`config.mk`:
```
export PLATFORM = sky130hd
export DESIGN_NAME = ovf_alu
export DESIGN_NICKNAME = d
export VERILOG_FILES = /design/src/rtl/ovf_alu_pkg.sv /design/src/rtl/ovf_alu_mul.sv /design/src/rtl/ovf_alu_div.sv /design/src/rtl/ovf_alu_pack.sv /design/src/rtl/ovf_alu.sv
export SDC_FILE = /design/constraint.sdc
export NUM_CORES = 1
export LEC_CHECK = 0
export ABC_AREA = 1
export BUFFER_PORTS_ARGS = -buffer_cell sky130_fd_sc_hd__buf_2
export CAP_MARGIN = 20
export CORE_MARGIN = 5
export CORE_UTILIZATION = 55
export DETAILED_ROUTE_END_ITERATION = 16
export PLACE_DENSITY = 0.73
export SYNTH_ARGS = -nofsm -noshare
export SYNTH_HDL_FRONTEND = slang
export SYNTH_HIERARCHICAL = 1
export SYNTH_SLANG_ARGS = --single-unit
```
`constraint.sdc`:
```
create_clock -name clk -period 10 [get_ports clk]
set_clock_uncertainty 0.1 [all_clocks]
set_input_delay 1.5 -clock clk [delete_from_list [all_inputs] [get_ports clk]]
set_output_delay 1.5 -clock clk [all_outputs]
set_load 0.01 [all_outputs]
```
`src/rtl/ovf_alu_pkg.sv`:
```
package ovf_alu_pkg;
  typedef enum logic [1:0] {
    OP_ADD = 2'd0,
    OP_SUB = 2'd1,
    OP_MUL = 2'd2,
    OP_DIV = 2'd3
  } alu_op_e;
endpackage

```
`src/rtl/ovf_alu_mul.sv`:
```
module ovf_alu_mul #(
  parameter int W = 16
) (
  input  logic           clk,
  input  logic           rst_n,
  input  logic           start,
  input  logic [W-1:0]   mag_a,
  input  logic [W-1:0]   mag_b,
  output logic           fin,
  output logic [2*W-1:0] prod
);
  localparam int MW = 2 * W;
  localparam int CW = $clog2(W + 1);

  logic [MW-1:0] acc, mcand;
  logic [W-1:0]  mplier;
  logic [CW-1:0] cnt;
  logic          run;

  // one shift-and-add step per cycle over unsigned magnitudes
  always_ff @(posedge clk or negedge rst_n) begin
    if (!rst_n) begin
      acc    <= '0;
      mcand  <= '0;
      mplier <= '0;
      cnt    <= '0;
      run    <= 1'b0;
      fin    <= 1'b0;
    end else begin
      fin <= 1'b0;
      if (start) begin
        acc    <= '0;
        mcand  <= {{W{1'b0}}, mag_a};
        mplier <= mag_b;
        cnt    <= '0;
        run    <= 1'b1;
      end else if (run) begin
        acc    <= acc + (mplier[0] ? mcand : '0);
        mcand  <= mcand << 1;
        mplier <= mplier >> 1;
        cnt    <= cnt + 1'b1;
        if (cnt == CW'(W - 1)) begin
          run <= 1'b0;
          fin <= 1'b1;
        end
      end
    end
  end

  assign prod = acc;
endmodule

```
`src/rtl/ovf_alu_div.sv`:
```
module ovf_alu_div #(
  parameter int W = 16
) (
  input  logic         clk,
  input  logic         rst_n,
  input  logic         start,
  input  logic [W-1:0] mag_n,
  input  logic [W-1:0] mag_d,
  output logic         fin,
  output logic [W-1:0] quot
);
  localparam int CW = $clog2(W + 1);

  logic [W:0]    rem;
  logic [W-1:0]  q, dvs;
  logic [CW-1:0] cnt;
  logic          run;
  logic [W:0]    shifted;
  logic          fits;

  // restoring step: bring down one dividend bit, subtract when possible
  assign shifted = {rem[W-1:0], q[W-1]};
  assign fits    = shifted >= {1'b0, dvs};

  always_ff @(posedge clk or negedge rst_n) begin
    if (!rst_n) begin
      rem <= '0;
      q   <= '0;
      dvs <= '0;
      cnt <= '0;
      run <= 1'b0;
      fin <= 1'b0;
    end else begin
      fin <= 1'b0;
      if (start) begin
        rem <= '0;
        q   <= mag_n;
        dvs <= mag_d;
        cnt <= '0;
        run <= 1'b1;
      end else if (run) begin
        rem <= fits ? (shifted - {1'b0, dvs}) : shifted;
        q   <= {q[W-2:0], fits};
        cnt <= cnt + 1'b1;
        if (cnt == CW'(W - 1)) begin
          run <= 1'b0;
          fin <= 1'b1;
        end
      end
    end
  end

  assign quot = q;
endmodule

```
`src/rtl/ovf_alu_pack.sv`:
```
module ovf_alu_pack #(
  parameter int W = 16
) (
  input  logic signed [2*W:0] full,
  input  logic                dz,
  input  logic                dz_neg,
  input  logic                wrap,
  output logic [W-1:0]        dest,
  output logic                ovf
);
  localparam int FW = 2 * W + 1;
  localparam logic signed [FW-1:0] MAXV = {{(FW-W+1){1'b0}}, {(W-1){1'b1}}};
  localparam logic signed [FW-1:0] MINV = {{(FW-W+1){1'b1}}, {(W-1){1'b0}}};

  logic         in_range;
  logic         neg_true;
  logic [W-1:0] sat;

  assign in_range = (full <= MAXV) && (full >= MINV);
  assign ovf      = !in_range || dz;
  assign neg_true = dz ? dz_neg : full[FW-1];
  assign sat      = neg_true ? {1'b1, {(W-1){1'b0}}} : {1'b0, {(W-1){1'b1}}};

  always_comb begin
    if (!ovf)      dest = full[W-1:0];
    else if (wrap) dest = dz ? '1 : full[W-1:0];
    else           dest = sat;
  end
endmodule

```
`src/rtl/ovf_alu.sv`:
```
module ovf_alu
  import ovf_alu_pkg::*;
#(
  parameter int DATA_W = 16
) (
  input  logic                clk,
  input  logic                rst_n,
  input  logic                in_valid,
  output logic                in_ready,
  input  logic [1:0]          in_op,
  input  logic [DATA_W-1:0]   in_a,
  input  logic [DATA_W-1:0]   in_b,
  input  logic                wrap_mode,
  input  logic                flag_hold,
  input  logic                trap_clr,
  output logic                done,
  output logic                busy,
  output logic [DATA_W-1:0]   res,
  output logic                flg_carry,
  output logic                flg_ovf,
  output logic                flg_zero,
  output logic                flg_sign,
  output logic                ovf_trap,
  output logic [2*DATA_W-1:0] math_reg
);
  localparam int W  = DATA_W;
  localparam int MW = 2 * W;
  localparam int FW = 2 * W + 1;

  alu_op_e op_in, op_q;
  logic    acc_fire;
  logic    neg_q, wrap_q, hold_q;

  assign in_ready = !busy;
  assign acc_fire = in_valid && in_ready;
  assign op_in    = alu_op_e'(in_op);

  // single-cycle add/subtract path
  logic signed [FW-1:0] sa, sb, full_as;
  logic [W:0]           usum;
  logic                 cy_in;

  assign sa      = {{(FW-W){in_a[W-1]}}, in_a};
  assign sb      = {{(FW-W){in_b[W-1]}}, in_b};
  assign full_as = (op_in == OP_SUB) ? (sa - sb) : (sa + sb);
  assign usum    = {1'b0, in_a} + {1'b0, in_b};

  always_comb begin
    case (op_in)
      OP_ADD:  cy_in = usum[W];
      OP_SUB:  cy_in = in_a < in_b;
      default: cy_in = 1'b0;
    endcase
  end

  // operand magnitudes for the iterative engines
  logic [W-1:0] mag_a, mag_b;
  logic         div_zero, go_mul, go_div;

  assign mag_a    = in_a[W-1] ? (~in_a + 1'b1) : in_a;
  assign mag_b    = in_b[W-1] ? (~in_b + 1'b1) : in_b;
  assign div_zero = acc_fire && (op_in == OP_DIV) && (in_b == '0);
  assign go_mul   = acc_fire && (op_in == OP_MUL);
  assign go_div   = acc_fire && (op_in == OP_DIV) && (in_b != '0);

  logic          mul_fin, div_fin, eng_fin;
  logic [MW-1:0] mul_prod;
  logic [W-1:0]  div_quot;

  ovf_alu_mul #(.W(W)) u_mul (
    .clk   (clk),
    .rst_n (rst_n),
    .start (go_mul),
    .mag_a (mag_a),
    .mag_b (mag_b),
    .fin   (mul_fin),
    .prod  (mul_prod)
  );

  ovf_alu_div #(.W(W)) u_div (
    .clk   (clk),
    .rst_n (rst_n),
    .start (go_div),
    .mag_n (mag_a),
    .mag_d (mag_b),
    .fin   (div_fin),
    .quot  (div_quot)
  );

  assign eng_fin = mul_fin || div_fin;

  // re-apply the sign to the engine magnitude
  logic signed [FW-1:0] mag_md, full_md;

  assign mag_md  = (op_q == OP_MUL) ? {1'b0, mul_prod} : {{(FW-W){1'b0}}, div_quot};
  assign full_md = neg_q ? -mag_md : mag_md;

  // overflow handling shared by both paths
  logic signed [FW-1:0] pk_full;
  logic                 pk_wrap, pk_ovf;
  logic [W-1:0]         pk_dest;

  assign pk_full = eng_fin ? full_md : full_as;
  assign pk_wrap = eng_fin ? wrap_q : wrap_mode;

  ovf_alu_pack #(.W(W)) u_pack (
    .full   (pk_full),
    .dz     (div_zero),
    .dz_neg (in_a[W-1]),
    .wrap   (pk_wrap),
    .dest   (pk_dest),
    .ovf    (pk_ovf)
  );

  logic wr, hold_sel, cy_sel;

  assign wr       = eng_fin || (acc_fire && ((op_in == OP_ADD) || (op_in == OP_SUB) || div_zero));
  assign hold_sel = eng_fin ? hold_q : flag_hold;
  assign cy_sel   = eng_fin ? 1'b0 : cy_in;

  always_ff @(posedge clk or negedge rst_n) begin
    if (!rst_n) begin
      op_q      <= OP_ADD;
      neg_q     <= 1'b0;
      wrap_q    <= 1'b0;
      hold_q    <= 1'b0;
      busy      <= 1'b0;
      done      <= 1'b0;
      res       <= '0;
      math_reg  <= '0;
      flg_carry <= 1'b0;
      flg_ovf   <= 1'b0;
      flg_zero  <= 1'b0;
      flg_sign  <= 1'b0;
      ovf_trap  <= 1'b0;
    end else begin
      done <= wr;
      if (acc_fire) begin
        op_q   <= op_in;
        neg_q  <= in_a[W-1] ^ in_b[W-1];
        wrap_q <= wrap_mode;
        hold_q <= flag_hold;
      end
      if (go_mul || go_div) busy <= 1'b1;
      else if (eng_fin)     busy <= 1'b0;
      if (wr) res <= pk_dest;
      if (eng_fin)       math_reg <= full_md[MW-1:0];
      else if (div_zero) math_reg <= {{W{pk_dest[W-1]}}, pk_dest};
      if (wr && !hold_sel) begin
        flg_carry <= cy_sel;
        flg_ovf   <= pk_ovf;
        flg_zero  <= (pk_dest == '0);
        flg_sign  <= pk_dest[W-1];
      end
      if (wr && !hold_sel && pk_ovf) ovf_trap <= 1'b1;
      else if (trap_clr)             ovf_trap <= 1'b0;
    end
  end
endmodule

```
==> impl_metrics.json, run 1 <==
{
  "status": "completed",
  "finalSetupTns_ns": 0,
  "switching_share": 0.498,
  "required_ns": 10.39,
  "wl_per_cell_um": 16.7,
  "hold_class": "reg -> reg",
  "drtIter0Drc": 1763,
  "ir_drop_mv": 0.234,
  "synth_top_family_by_area": "simple AND/OR/NAND/NOR gates",
  "min_period_ns": 4.75,
  "io_buffers": 95,
  "dieArea_um2": 34200,
  "cts_root_buf": "clkbuf_16",
  "cp.arrival_ns": 5.14,
  "ys_seq_area_frac": 0.300,
  "p_clk_frac": 0.162,
  "intPower_uw": 2760,
  "maxSlewHeadroom": 0.344,
  "vias_per_cell": 5.52,
  "syn_area_um2": 16900,
  "avgSynthCellArea_um2": 6.49,
  "grt_usage": 0.298,
  "synth-xor-area-share": 0.0187,
  "syn2layout_area_growth_pct": 8.94,
  "p_sw_uw": 2740,
  "synth_edf_count": 0,
  "vias": 16900,
  "path_clk_slew_ns": 0.06,
  "num-fill-cells": 2946,
  "antenna_found_initial": 0,
  "hpwl_mm": 39.8,
  "power.density_nw_per_um2": 299,
  "syn_inst": 2596,
  "gp_congestion": 0.964,
  "grt_pass1_wl_mm": 82.8,
  "hold_buffers": 0,
  "p_leak_uw": 0.0102,
  "rsz0062_at_grt": "false",
  "die_h_um": 185,
  "io_pins": 96,
  "syn_nets": 2727,
  "drt_first_pass_iters": 8,
  "crit_fanout": 17,
  "num_rows": 64,
  "insertion_delay_ns": 0.54,
  "route.detailed.drc": 0,
  "layout_commonest_cell": "nand2_1",
  "synth_seq_cells": 202,
  "start_util": 0.554,
  "final-hold-violation-count": 0,
  "muxShareOfSynthArea": 0.000594,
  "clock_path_buffers": 3,
  "cts_resized": 0,
  "drv_slew": 0,
  "fmax_ghz": 0.210,
  "fp.dieW_um": 185,
  "layoutNonFillerInstCount": 3064,
  "antenna_left": 0,
  "synth_compound_area_frac": 0.127,
  "fin_crit_sh": 0.475,
  "final_cell_mix": "nand2_1, inv_1, dfrtp_1",
  "place_area_um2": 17500,
  "gr-total-overflow": 0,
  "clock-sinks": 202,
  "seq_power_share": 0.265,
  "place_ws_ns": 4.75,
  "wl_mm": 51.2,
  "synthDistinctLibCells": 51,
  "grt_max_degree": 94,
  "grt_pass1_vias": 15957,
  "fin_area_um2": 18400,
  "cap_violations": 0,
  "slowest_stage": "ha_1",
  "crit_type": "in -> reg",
  "cts-buffers-inserted": 25,
  "final.setup.worst_slack_ns": 5.25,
  "postCtsSetupRepairBufs": 0,
  "cp-start-kind": "input port",
  "cts_max_level": 1,
  "pwr-share-comb": 0.573,
  "yosysWarnings": 6,
  "dp.cells": 3016,
  "cts_tree": "built",
  "critPathCaptureType": "register",
  "fp.coreArea_um2": 30400,
  "slowest_delay_ns": 0.42,
  "async_flop_share": 1.00,
  "worstMarginPinSlew_ns": 0.982,
  "ys.flop_type": "dfrtp_1",
  "final_layout_size_suffix_gt1_frac": 0.112,
  "num_antenna_cells": 0,
  "nets": 2781,
  "finalSetupViolations": 0,
  "cpMostUsedCell": "nand2_1",
  "synthSimpleGateAreaFrac": 0.368,
  "post_synth_fa_ha_maj_area_fraction": 0.0693
}
-- path summary, 6_finish.rpt --
check	start	to	slack [ns]	depth (start not counted)
setup / recovery	in_b[15]	flg_zero$_DFFE_PN0N_	5.25	27
setup reg to reg	op_q[1]$_DFFE_PN0P_	flg_zero$_DFFE_PN0N_	5.79	25
max in group asynchronous	rst_n	u_mul/prod[7]$_DFFE_PN0P_	7.58	2
min in group asynchronous	rst_n	flg_carry$_DFFE_PN0N_	0.91	1
hold / removal	res[0]$_DFFE_PN0P_	res[0]$_DFFE_PN0P_	0.38	2
hold reg to reg	res[0]$_DFFE_PN0P_	res[0]$_DFFE_PN0P_	0.38	2
-- through the flow --
| stage | hold slack (ns) | util | power (µW) |
|---|---|---|---|
| 6_report | 0.380 | 0.603 | 5500 |
| 5_1_grt | 0.400 | 0.603 | 6000 |
| 3_5_place_dp | 0.365 | 0.575 | 4560 |
| 2_1_floorplan | 0.346 | - | 3790 |
| 3_3_place_gp | 0.351 | 0.575 | 4490 |
| 4_1_cts | 0.383 | 0.602 | 5470 |
-- cells by family (layout without fill, tap and decap cells) --
group           after synthesis  count (layout)
mux                           1               1
fa+ha+maj                    91              91
buf+inv                     486             558
simple gates               1409            1409
xor+xnor                     36              36
compound gates              371             371
flops                       202             202
-- cell usage after synthesis (3+ instances only) --
cell type	number	area, µm²
xor2_1	25	219
nand2_1	866	3250
inv_2	19	71.3
nand4_1	31	194
nor3_1	19	95.1
o21bai_1	8	60.1
buf_4	8	60.1
a21oi_1	113	566
buf_6	5	56.3
a31oi_1	9	56.3
nor2_1	184	691
nor4_1	5	31.3
and2_1	5	31.3
a21o_1	5	37.5
o31ai_1	3	22.5
nand3_1	170	851
buf_2	27	135
o221ai_1	17	149
inv_1	383	1440
nor2_2	18	113
nand2_4	15	169
o21ai_2	9	78.8
or2_1	3	18.8
nand3b_1	15	113
o21ai_0	146	731
nor2_4	6	67.6
fa_1	4	80.1
a22oi_1	17	128
ha_1	87	1090
o211ai_1	12	90.1
or2_2	3	18.8
nand2_2	42	263
nand3_2	22	220
a22o_1	3	26.3
clkbuf_1	39	146
o21ai_1	6	30.0
o22ai_1	17	106
xnor2_1	11	96.3
dfrtp_1	202	5050
-- power by group through the flow --
stage / Clock (µW) / Sequential, µW / Combinational (µW)
after global placement: 0 / 1450 / 3040
after floorplan: 0 / 1420 / 2360
after global routing: 938 / 1500 / 3560
final: 890 / 1460 / 3150
after CTS: 904 / 1450 / 3120
after detailed placement: 0 / 1460 / 3100
-- layout make-up --
class / count / area (µm²) / area share
multi-input combinational: 1908 / 9860 / 0.537
sequential: 202 / 5050 / 0.275
inverter: 403 / 1510 / 0.0824
clock buffer: 31 / 678 / 0.0369
timing repair buffer: 110 / 628 / 0.0342
tap: 396 / 495 / 0.0270
clock inverter: 14 / 130 / 0.00709
-- worst max-delay path: cells and delay by family --
kind / cells / cell delay (ns)
buf+inv: 5 / 0.72
fa+ha+maj: 1 / 0.42
simple gates: 21 / 2.49
-- metal layers --
| layer | wire, µm | share of wire | global-route usage | up-vias |
|---|---|---|---|---|
| met4 | 1960 | 0.038 | 0.0975 | 0 |
| met5 | 0 | 0 | 0 | - |
| met1 | 22500 | 0.44 | 0.407 | 7825 |
| met3 | 3400 | 0.067 | 0.0381 | 112 |
| li1 | - | - | - | 8357 |
| met2 | 23400 | 0.46 | 0.494 | 606 |
(Power assumes the default switching activity.)
==> run 2, diff against run 1 <==
--- a/config.mk
+++ b/config.mk
@@ -11,7 +11,7 @@
 export CORE_MARGIN = 5
 export CORE_UTILIZATION = 55
 export DETAILED_ROUTE_END_ITERATION = 16
-export PLACE_DENSITY = 0.73
+export PLACE_DENSITY = 0.76
 export SYNTH_ARGS = -nofsm -noshare
 export SYNTH_HDL_FRONTEND = slang
 export SYNTH_HIERARCHICAL = 1
==> constraint.sdc (replaced) <==
create_clock -name clk -period 4.2 [get_ports clk]
set_clock_uncertainty 0.1 [all_clocks]
set_input_delay 0.63 -clock clk [delete_from_list [all_inputs] [get_ports clk]]
set_output_delay 0.63 -clock clk [all_outputs]
set_load 0.01 [all_outputs]
==> run 2 against run 1 <==
  * Total power increased by 140%
  * Largest power group unchanged
  * Critical path type is now reg -> reg
  * Register-to-register slack worse by 5.4 ns
  * Combinational power up 140%
  * Via count is 2.1% higher
==> impl_metrics.json, run 2 (synthesized netlist as in run 1, its figures left out) <==
{
  "status": "completed",
  "dieArea_um2": 34200,
  "antenna_left": 0,
  "cts_max_level": 1,
  "cts_tree": "built",
  "num-fill-cells": 2906,
  "antenna_found_initial": 0,
  "required_ns": 4.56,
  "hold_class": "in -> async",
  "finalPower_uw": 13400,
  "gp_congestion": 1.00,
  "crit_type": "reg -> reg",
  "vias": 17257,
  "slowest_delay_ns": 0.41,
  "hold_buffers": 0,
  "hpwl_mm": 41.7,
  "cp.arrival_ns": 4.18,
  "cts_root_buf": "clkbuf_16",
  "grt_max_degree": 97,
  "layout_commonest_cell": "nand2_1",
  "dp.cells": 3077,
  "maxSlewHeadroom": 0.337,
  "num_antenna_cells": 0,
  "multi_input_area_um2": 9880,
  "num_rows": 64,
  "die_h_um": 185,
  "clock-sinks": 202,
  "path_buf_inv": 1,
  "layoutNonFillerInstCount": 3121,
  "holdWs_ns": 0.0702,
  "grt_usage": 0.307,
  "min_period_ns": 3.82,
  "io_buffers": 95,
  "final_layout_size_suffix_gt1_frac": 0.132,
  "ir_drop_mv": 0.545,
  "final_cell_mix": "nand2_1, inv_1, dfrtp_1",
  "seq_area_um2": 5060,
  "fmax_ghz": 0.262,
  "gr-total-overflow": 0,
  "vias_per_cell": 5.53,
  "critPathCaptureType": "register",
  "start_util": 0.554,
  "route.detailed.drc": 0,
  "worstMarginPinSlew_ns": 0.985,
  "fin_util": 0.620,
  "fp.dieW_um": 185,
  "grt_pass1_wl_mm": 84.9,
  "wl_per_cell_um": 16.9,
  "clock_path_buffers": 3,
  "syn2layout_area_growth_pct": 11.9,
  "cap_violations": 0,
  "postCtsSetupRepairBufs": 0,
  "nets": 2838,
  "drtIter0Drc": 1506,
  "p_leak_uw": 0.0105,
  "io_pins": 96,
  "path_cells": "inv_2, nand2_4, o21ai_2, ha_1, nand3_2, nor2_4, nand3_2, o21bai_4, nand3_1, nand2_1, nand3_1, nand2_1, nand2_1, nor2_1, nand2_1, nor2_1, nand2_1, nand2_4, nand2_4, nand2_1, nand2_1, nor4_1, nand4_1, nand2_1",
  "final-hold-violation-count": 0,
  "path_clk_slew_ns": 0.07,
  "cts_resized": 0,
  "fp.coreArea_um2": 30400,
  "drv_slew": 0,
  "critPathTopFamily": "simple AND/OR/NAND/NOR gates",
  "grt_pass1_vias": 16391,
  "insertion_delay_ns": 0.54,
  "cp-start-kind": "register",
  "power.density_nw_per_um2": 712,
  "crit_fanout": 16,
  "slowest_stage": "dfrtp_1",
  "cts-buffers-inserted": 24,
  "cpMostUsedCell": "nand2_1",
  "wl_mm": 52.9,
  "drt_first_pass_iters": 5,
  "finalSetupTns_ns": 0,
  "fin_crit_sh": 0.909,
  "finalSetupViolations": 0
}
[run 2: per-stage QoR]
stage	worst slack (ns)	area, µm²
finish	0.383	18900
global route	-0.00393	18900
global placement	0.0103	18000
detailed placement	-0.119	18000
floorplan	0.453	16900
CTS	0.362	18800
[run 2: path summary, 6_finish.rpt]
check,from,slack (ns),to,depth (start not counted)
setup reg to reg,op_q[0]$_DFFE_PN0P_,0.38,flg_zero$_DFFE_PN0N_,24
hold / removal,rst_n,0.07,u_mul/mplier[4]$_DFFE_PN0P_,1
setup / recovery,op_q[0]$_DFFE_PN0P_,0.38,flg_zero$_DFFE_PN0N_,24
max in group asynchronous,rst_n,2.98,u_mul/mcand[26]$_DFFE_PN0P_,2
hold reg to reg,res[5]$_DFFE_PN0P_,0.37,res[5]$_DFFE_PN0P_,2
min in group clk,trap_clr,0.21,ovf_trap$_DFFE_PN0P_,2
[run 2: final cells by class]
type | count | area share
Multi-Input combinational cell | 1908 | 0.524
Sequential cell | 202 | 0.268
Inverter | 403 | 0.0802
Timing Repair Buffer | 168 | 0.0554
Clock buffer | 27 | 0.0330
Tap cell | 396 | 0.0263
Clock inverter | 17 | 0.0131
[run 2: per-layer routing]
metal,global-route usage,part of all wire,vias to the layer above
li1,-,-,8459
met1,0.415,0.44,8076
met2,0.506,0.46,603
met3,0.0434,0.066,119
met4,0.108,0.040,0
met5,0,0,-
[run 2: report_power, final]
part / internal (µW) / switching (µW)
clock network: 1390 / 913
registers: 2820 / 676
logic: 2600 / 5030
